==> src/rtl/blit_param_stage.sv <==
module blit_param_stage (
  input  logic        clk,
  input  logic        rst_n,
  input  logic        wr_en,
  input  logic [7:0]  wr_addr,
  input  logic [7:0]  wr_data,
  input  logic        eng_done,
  output logic [31:0] act_pat_addr,
  output logic [31:0] act_src_addr,
  output logic [31:0] act_dst_addr,
  output logic [15:0] act_pat_pitch,
  output logic [15:0] act_src_pitch,
  output logic [15:0] act_dst_pitch,
  output logic [15:0] act_xcnt,
  output logic [15:0] act_ycnt,
  output logic [7:0]  act_route,
  output logic [7:0]  act_pat_wrap,
  output logic [7:0]  act_src_wrap,
  output logic        start_pulse,
  output logic        busy,
  output logic        cpu_wait
);

  localparam logic [7:0] LAUNCH_OFS = 8'hA3;
  localparam logic [7:0] AUTO_MASK  = 8'h37;
  localparam logic [7:0] SWRAP_MASK = 8'h77;

  logic [31:0] q_pat, q_src, q_dst, n_pat, n_src, n_dst;
  logic [15:0] q_ppit, q_spit, q_dpit, q_xc, q_yc;
  logic [15:0] n_ppit, n_spit, n_dpit, n_xc, n_yc;
  logic [7:0]  q_route, q_pwrap, q_swrap, n_route, n_pwrap, n_swrap;
  logic        commit, auto_go;

  always_comb begin
    n_pat = q_pat;  n_src = q_src;  n_dst = q_dst;
    n_ppit = q_ppit; n_spit = q_spit; n_dpit = q_dpit;
    n_xc = q_xc; n_yc = q_yc;
    n_route = q_route; n_pwrap = q_pwrap; n_swrap = q_swrap;
    if (wr_en) begin
      case (wr_addr)
        8'h80: n_pat[7:0]   = wr_data;
        8'h81: n_pat[15:8]  = wr_data;
        8'h82: n_pat[23:16] = wr_data;
        8'h83: n_pat[31:24] = wr_data;
        8'h84: n_src[7:0]   = wr_data;
        8'h85: n_src[15:8]  = wr_data;
        8'h86: n_src[23:16] = wr_data;
        8'h87: n_src[31:24] = wr_data;
        8'h88: n_ppit[7:0]  = wr_data;
        8'h89: n_ppit[15:8] = wr_data;
        8'h8A: n_spit[7:0]  = wr_data;
        8'h8B: n_spit[15:8] = wr_data;
        8'h8C: n_dpit[7:0]  = wr_data;
        8'h8D: n_dpit[15:8] = wr_data;
        8'h90: n_pwrap      = wr_data;
        8'h92: n_swrap      = wr_data & SWRAP_MASK;
        8'h98: n_xc[7:0]    = wr_data;
        8'h99: n_xc[15:8]   = wr_data;
        8'h9A: n_yc[7:0]    = wr_data;
        8'h9B: n_yc[15:8]   = wr_data;
        8'h9C: n_route      = wr_data;
        8'hA0: n_dst[7:0]   = wr_data;
        8'hA1: n_dst[15:8]  = wr_data;
        8'hA2: n_dst[23:16] = wr_data;
        8'hA3: n_dst[31:24] = wr_data;
        default: ;
      endcase
    end
  end

  assign commit  = wr_en && (wr_addr == LAUNCH_OFS) && !busy;
  assign auto_go = (n_route & AUTO_MASK) == 8'h00;

  always_ff @(posedge clk) begin
    if (!rst_n) begin
      q_pat <= '0; q_src <= '0; q_dst <= '0;
      q_ppit <= '0; q_spit <= '0; q_dpit <= '0;
      q_xc <= '0; q_yc <= '0;
      q_route <= '0; q_pwrap <= '0; q_swrap <= '0;
    end else begin
      q_pat <= n_pat; q_src <= n_src; q_dst <= n_dst;
      q_ppit <= n_ppit; q_spit <= n_spit; q_dpit <= n_dpit;
      q_xc <= n_xc; q_yc <= n_yc;
      q_route <= n_route; q_pwrap <= n_pwrap; q_swrap <= n_swrap;
    end
  end

  always_ff @(posedge clk) begin
    if (!rst_n) begin
      act_pat_addr <= '0; act_src_addr <= '0; act_dst_addr <= '0;
      act_pat_pitch <= '0; act_src_pitch <= '0; act_dst_pitch <= '0;
      act_xcnt <= '0; act_ycnt <= '0;
      act_route <= '0; act_pat_wrap <= '0; act_src_wrap <= '0;
    end else if (commit) begin
      act_pat_addr <= n_pat; act_src_addr <= n_src; act_dst_addr <= n_dst;
      act_pat_pitch <= n_ppit; act_src_pitch <= n_spit; act_dst_pitch <= n_dpit;
      act_xcnt <= n_xc; act_ycnt <= n_yc;
      act_route <= n_route; act_pat_wrap <= n_pwrap; act_src_wrap <= n_swrap;
    end
  end

  always_ff @(posedge clk) begin
    if (!rst_n) begin
      busy        <= 1'b0;
      cpu_wait    <= 1'b0;
      start_pulse <= 1'b0;
    end else begin
      start_pulse <= commit && auto_go;
      if (commit) begin
        busy     <= 1'b1;
        cpu_wait <= !auto_go;
      end else if (eng_done) begin
        busy     <= 1'b0;
        cpu_wait <= 1'b0;
      end
    end
  end


  start_in_op_chk: assert property (@(posedge clk) disable iff (!rst_n)
    start_pulse |-> (busy && !cpu_wait));


  start_single_chk: assert property (@(posedge clk) disable iff (!rst_n)
    start_pulse |=> !start_pulse);


  active_hold_chk: assert property (@(posedge clk) disable iff (!rst_n)
    busy |=> ($stable(act_dst_addr) && $stable(act_pat_addr) && $stable(act_src_addr)
              && $stable(act_route) && $stable(act_xcnt) && $stable(act_ycnt)));


  done_clear_chk: assert property (@(posedge clk) disable iff (!rst_n)
    (busy && eng_done) |=> (!busy && !cpu_wait));


  launch_mode_chk: assert property (@(posedge clk) disable iff (!rst_n)
    $rose(busy) |-> (start_pulse != cpu_wait));


  swrap_mask_chk: assert property (@(posedge clk) disable iff (!rst_n)
    (act_src_wrap & 8'h88) == 8'h00);

endmodule

==> config.mk <==
export PLATFORM = sky130hd
export DESIGN_NAME = blit_param_stage
export DESIGN_NICKNAME = d
export VERILOG_FILES = /design/src/rtl/blit_param_stage.sv
export SDC_FILE = /design/constraint.sdc
export NUM_CORES = 1
export LEC_CHECK = 0
export BUFFER_PORTS_ARGS = -buffer_cell sky130_fd_sc_hd__buf_2
export CORE_ASPECT_RATIO = 0.8
export CORE_MARGIN = 8
export CORE_UTILIZATION = 56
export DETAILED_ROUTE_END_ITERATION = 10
export PLACE_DENSITY = 0.8
export SYNTH_ARGS = -nofsm -noshare
export SYNTH_HDL_FRONTEND = slang
export SYNTH_SLANG_ARGS = --single-unit
==> constraint.sdc <==
create_clock -name clk -period 2.71 [get_ports clk]
set_input_delay 0.6775 -clock clk [delete_from_list [all_inputs] [get_ports clk]]
set_output_delay 0.6775 -clock clk [all_outputs]
set_load 0.005 [all_outputs]
# After elaboration in Yosys (flattened, before gate mapping)
# Index checks and enable logic that the tools add are counted.
# word_totals
register_bits	403
inputBits	20
output_inout_bits	203
word_cells	96
# op_classes
eq_ne	25
mux	39
reduce_logical	7
# ops
cell	count
two-way mux 8 bit	28
equality test 8 bit (second input constant)	25
two-way mux 32 bit	3
two-way mux 16 bit	5
logical NOT 8 bit	1
logical AND 1 bit	3
two-way mux 1 bit	3
logical NOT 1 bit	2
nonzero test 2 bit	1

# Logic depth before layout (Yosys ltp)
# depth
ltp_word	6
mapped_depth	9
depth_no_buf	4

# Worst setup path before layout
# Ideal clock, no wire load.
# synth_path
kind	input to register
from	in wr_addr[5]
to	reg q_dpit[7]
setup_time_ns	0.116
t_arrival_ns	2.152
t_required_ns	2.594
slack_ns	0.442
stages	5
n_path_buf	1
path_cell_list	or4b_4 buf_6 nor4_4 mux2i_1 nor2b_1
# synth_between
elab_chain_cells	3
# synth_rtl
item	line_no	rtl
start, declared	5	input logic [7:0] wr_addr,
equality test 8 bit	40	case (wr_addr)
two-way mux 8 bit	40	
two-way mux 16 bit	39	if (wr_en) begin
end signal, assigned	82	q_ppit <= n_ppit; q_spit <= n_spit; q_dpit <= n_dpit;
end, declared	29	logic [15:0] q_ppit, q_spit, q_dpit, q_xc, q_yc;
# Every way passes these cells.
# A chain may end at the register's enable or synchronous reset.

# Worst setup path in the final report
# layout_path
from	in wr_addr[3]
to	reg act_pat_wrap[5]
# layout_between
elab_chain_cells	3
elab_cells_between_ends	6
classes_between	eq/ne (2); mux (2); reduce/logical (2)
# layout_rtl
item	line_no	rtl
equality test 8 bit (on tied branches)	40, 71	
two-way mux 8 bit / logical AND 1 bit (equally long branches)	40, 71	
two-way mux 8 bit / logical AND 1 bit (equally long branches)	39, 71	
end signal, assigned	98	act_route <= n_route; act_pat_wrap <= n_pwrap; act_src_wrap <= n_swrap;
end, declared	17	output logic [7:0] act_pat_wrap,
# Parallel ways exist; a longest one is shown, timed or not.

==> results.tsv <==
metric	value	unit
reg2reg_depth	4	
multi_input_area	0.006160	mm^2
skew	0.01460	ns
min_to	act_src_wrap[3]	
crit_path_cell_trace	buf_2, nor3b_2, buf_4, nand3_1, mux2i_1, a21oi_1	
pin_count	223	
r2r_slack	1.10	ns
viasPerCell	5.285	
dp_cells	1984	
n_antenna_cell	0	
die_w	196.4	um
ff_latch_area	0.007908	mm^2
finalCriticalPeriod	2.063	ns
rsz0062_at_grt	false	
synth_edf_count	0	
coreArea	0.02544	mm^2
avgSynthCellArea	9.685	um^2
grt_start_max_net_pins	107	
leakagePower	0.007306	uW
fillers	1997	
post_cts_buffers	0	
hold_viol	0	
routedWlPerCell	17.72	um
cts_tree	yes	
synth_nets	1525	
min_path_cells	2	
antenna_left	0	
cts.sinks	395	
place_hpwl	22.63	mm
dp_slack	0.1153	ns
ys_seq_area_frac	0.5425	
arrival	2.45	ns
grt_antenna_before_repair	0	
synth.largest_area_cell	dfxtp_1	
drtPass1Iterations	5	
rows	52	
clockBufferDepth	3	
hold_start	act_src_wrap[3]	
synth_cells	1505	
num_vias	10850	
dieArea	0.03148	mm^2
synth_top_area_share	0.5425	
io_buffers	222	
overflow	0	
slowest_delay	0.47	ns
reg2reg_to	act_dst_pitch[0]	
path_max_fanout	8	
areaGrowthSynthToFinish	19.06	%
hold_class	register to register	
powerDensity	676.6	mW/mm^2
fmax	0.4848	GHz
grt_util_all_layers	0.2222	
clk_pin_slew	0.06	ns
dr.first_iter.drc_count	777	
root_buffer	clkbuf_16	
gp_congestion	0.7643	
start_util	0.5729	
setup_violations	0	
utilization	0.6821	
wl	36.39	mm
pwr-share-comb	0.026	
nets	1693	
period_share	0.7611	
synth_ff_type	dfxtp_1	
cts_buffers	38	
tightest_slew	0.8434	ns
syn_area	0.01458	mm^2
power.switching	2391	uW
synth-seq-cells	395	
yosysUniqueCellTypes	33	
startpoint	wr_addr[3]	
critical_path_class	input pin to register	
cap_violations	0	
reg2reg_from	busy	
intPower	9350	uW
sw_frac_of_total	0.2036	
ys_async_sr_fraction	0	
synth_most_common_cell	dfxtp_1	
fin_ws	0.6475	ns
clk_latency	0.51	ns
ys_warn_count	0	
ir_worst_vdd	533.8	uV
layout-drive-gt1-share	0.1968	
cp-end-kind	register	
start_kind	input pin	
synthTopCellsByArea	dfxtp_1, mux2i_1, nor2b_1	
grt_pass1_vias	10620	
critPathRequiredTime	3.10	ns
power_frac_seq	0.495	
drc	0	
die_height	160.3	um
cpMaxStageDelayCell	nor3b_2	
synthTopCellsByCount	dfxtp_1, nand2_1, nor2b_1	
holdBufCountCts	0	
slew_headroom	0.4378	
grt_pass1_wl	57.55	mm
fin_setup_tns	0	ns
fin_hold_ws	0.4451	ns
power_frac_clock	0.479	
status	finished, final reports clean	
cts_resized	0	
stdcell_count	2053	
slew_violations	0	
ctsHtreeMaxLevel	2	
## power by group through the flow
stage / clock network (uW) / logic (uW) / registers [uW]
after global routing: 5980 / 315 / 5810
after CTS: 5720 / 298 / 5810
after global placement: 0 / 296 / 5940
after floorplan: 0 / 201 / 5940
final: 5630 / 299 / 5810
after detailed placement: 0 / 297 / 5940
## logic make-up after synthesis
group,after synthesis,synth area share
AOI/OAI and AO/OA,271,0.1182
muxes,174,0.1195
DFF,395,0.5425
and+or+nand+nor,536,0.1839
buffers and inverters,129,0.03588
## stage by stage
step / cell area (um^2) / total power, uW
detailed placement: 16000 / 6240
floorplan: 14580 / 6144
finish: 17350 / 11740
global placement: 16000 / 6238
global route: 17350 / 12100
CTS: 17350 / 11830
## critical path: cells and delay by family
family / cells / cell delay (ns)
compound gates: 1 / 0.10
mux: 1 / 0.38
simple gates: 2 / 0.93
buf+inv: 2 / 0.36
## flip-flops by register name (all words and copies together), names as in the netlist, 24 cells and up
register      flops
act_dst_addr     32
q_dst            24
act_src_addr     32
q_src            32
act_pat_addr     32
q_pat            32
## worst max-delay path by stage
stage | end | slack (ns) | cells past startpoint
6_report | act_pat_wrap[5] | 0.65 | 6
5_1_grt | act_pat_wrap[3] | 0.47 | 6
4_1_cts | act_pat_wrap[5] | 0.66 | 6
3_5_place_dp | act_pat_wrap[4] | 0.12 | 6
3_3_place_gp | act_pat_wrap[4] | 0.20 | 6
2_1_floorplan | q_dpit[7] | 0.44 | 5
## cell usage in the layout (no fill, tap or decap)
master / instances
buf_4: 26
nor4bb_1: 1
and4bb_2: 1
clkbuf_1: 3
dfxtp_1: 395
a31o_2: 1
nand2_1: 292
nor3b_2: 1
or4b_1: 1
or3_1: 1
or4b_4: 1
a21oi_1: 55
and4b_1: 1
clkinv_2: 10
nor3_4: 3
bufinv_16: 6
inv_6: 1
nor2_1: 2
clkinvlp_4: 2
and4b_4: 1
nand3b_1: 1
nor3_1: 1
nor4b_2: 2
clkbuf_8: 9
buf_2: 221
clkbuf_16: 39
nor2b_1: 176
nor4_4: 2
mux2i_1: 174
nand4b_1: 1
nand3_1: 36
and3b_1: 1
buf_12: 9
and3_1: 7
a21boi_0: 145
nand2b_1: 2
or4_1: 1
and2_1: 1
o21ai_0: 70
## cell type report
cell class	instances	area share
Timing Repair Buffer	257	0.08616
Sequential cell	395	0.4557
Multi-Input combinational cell	981	0.3550
Clock inverter	19	0.01464
Tap cell	351	0.02531
Clock buffer	50	0.06323
## routing by layer
layer	part of all wire	wire length, um	up-vias	track usage
met5	0	0	-	0
met4	0.014	516	0	0.05091
met3	0.069	2523	47	0.04908
met2	0.45	16430	308	0.3511
met1	0.46	16910	5170	0.3064
li1	-	-	5326	-
(Power assumes the default switching activity.)
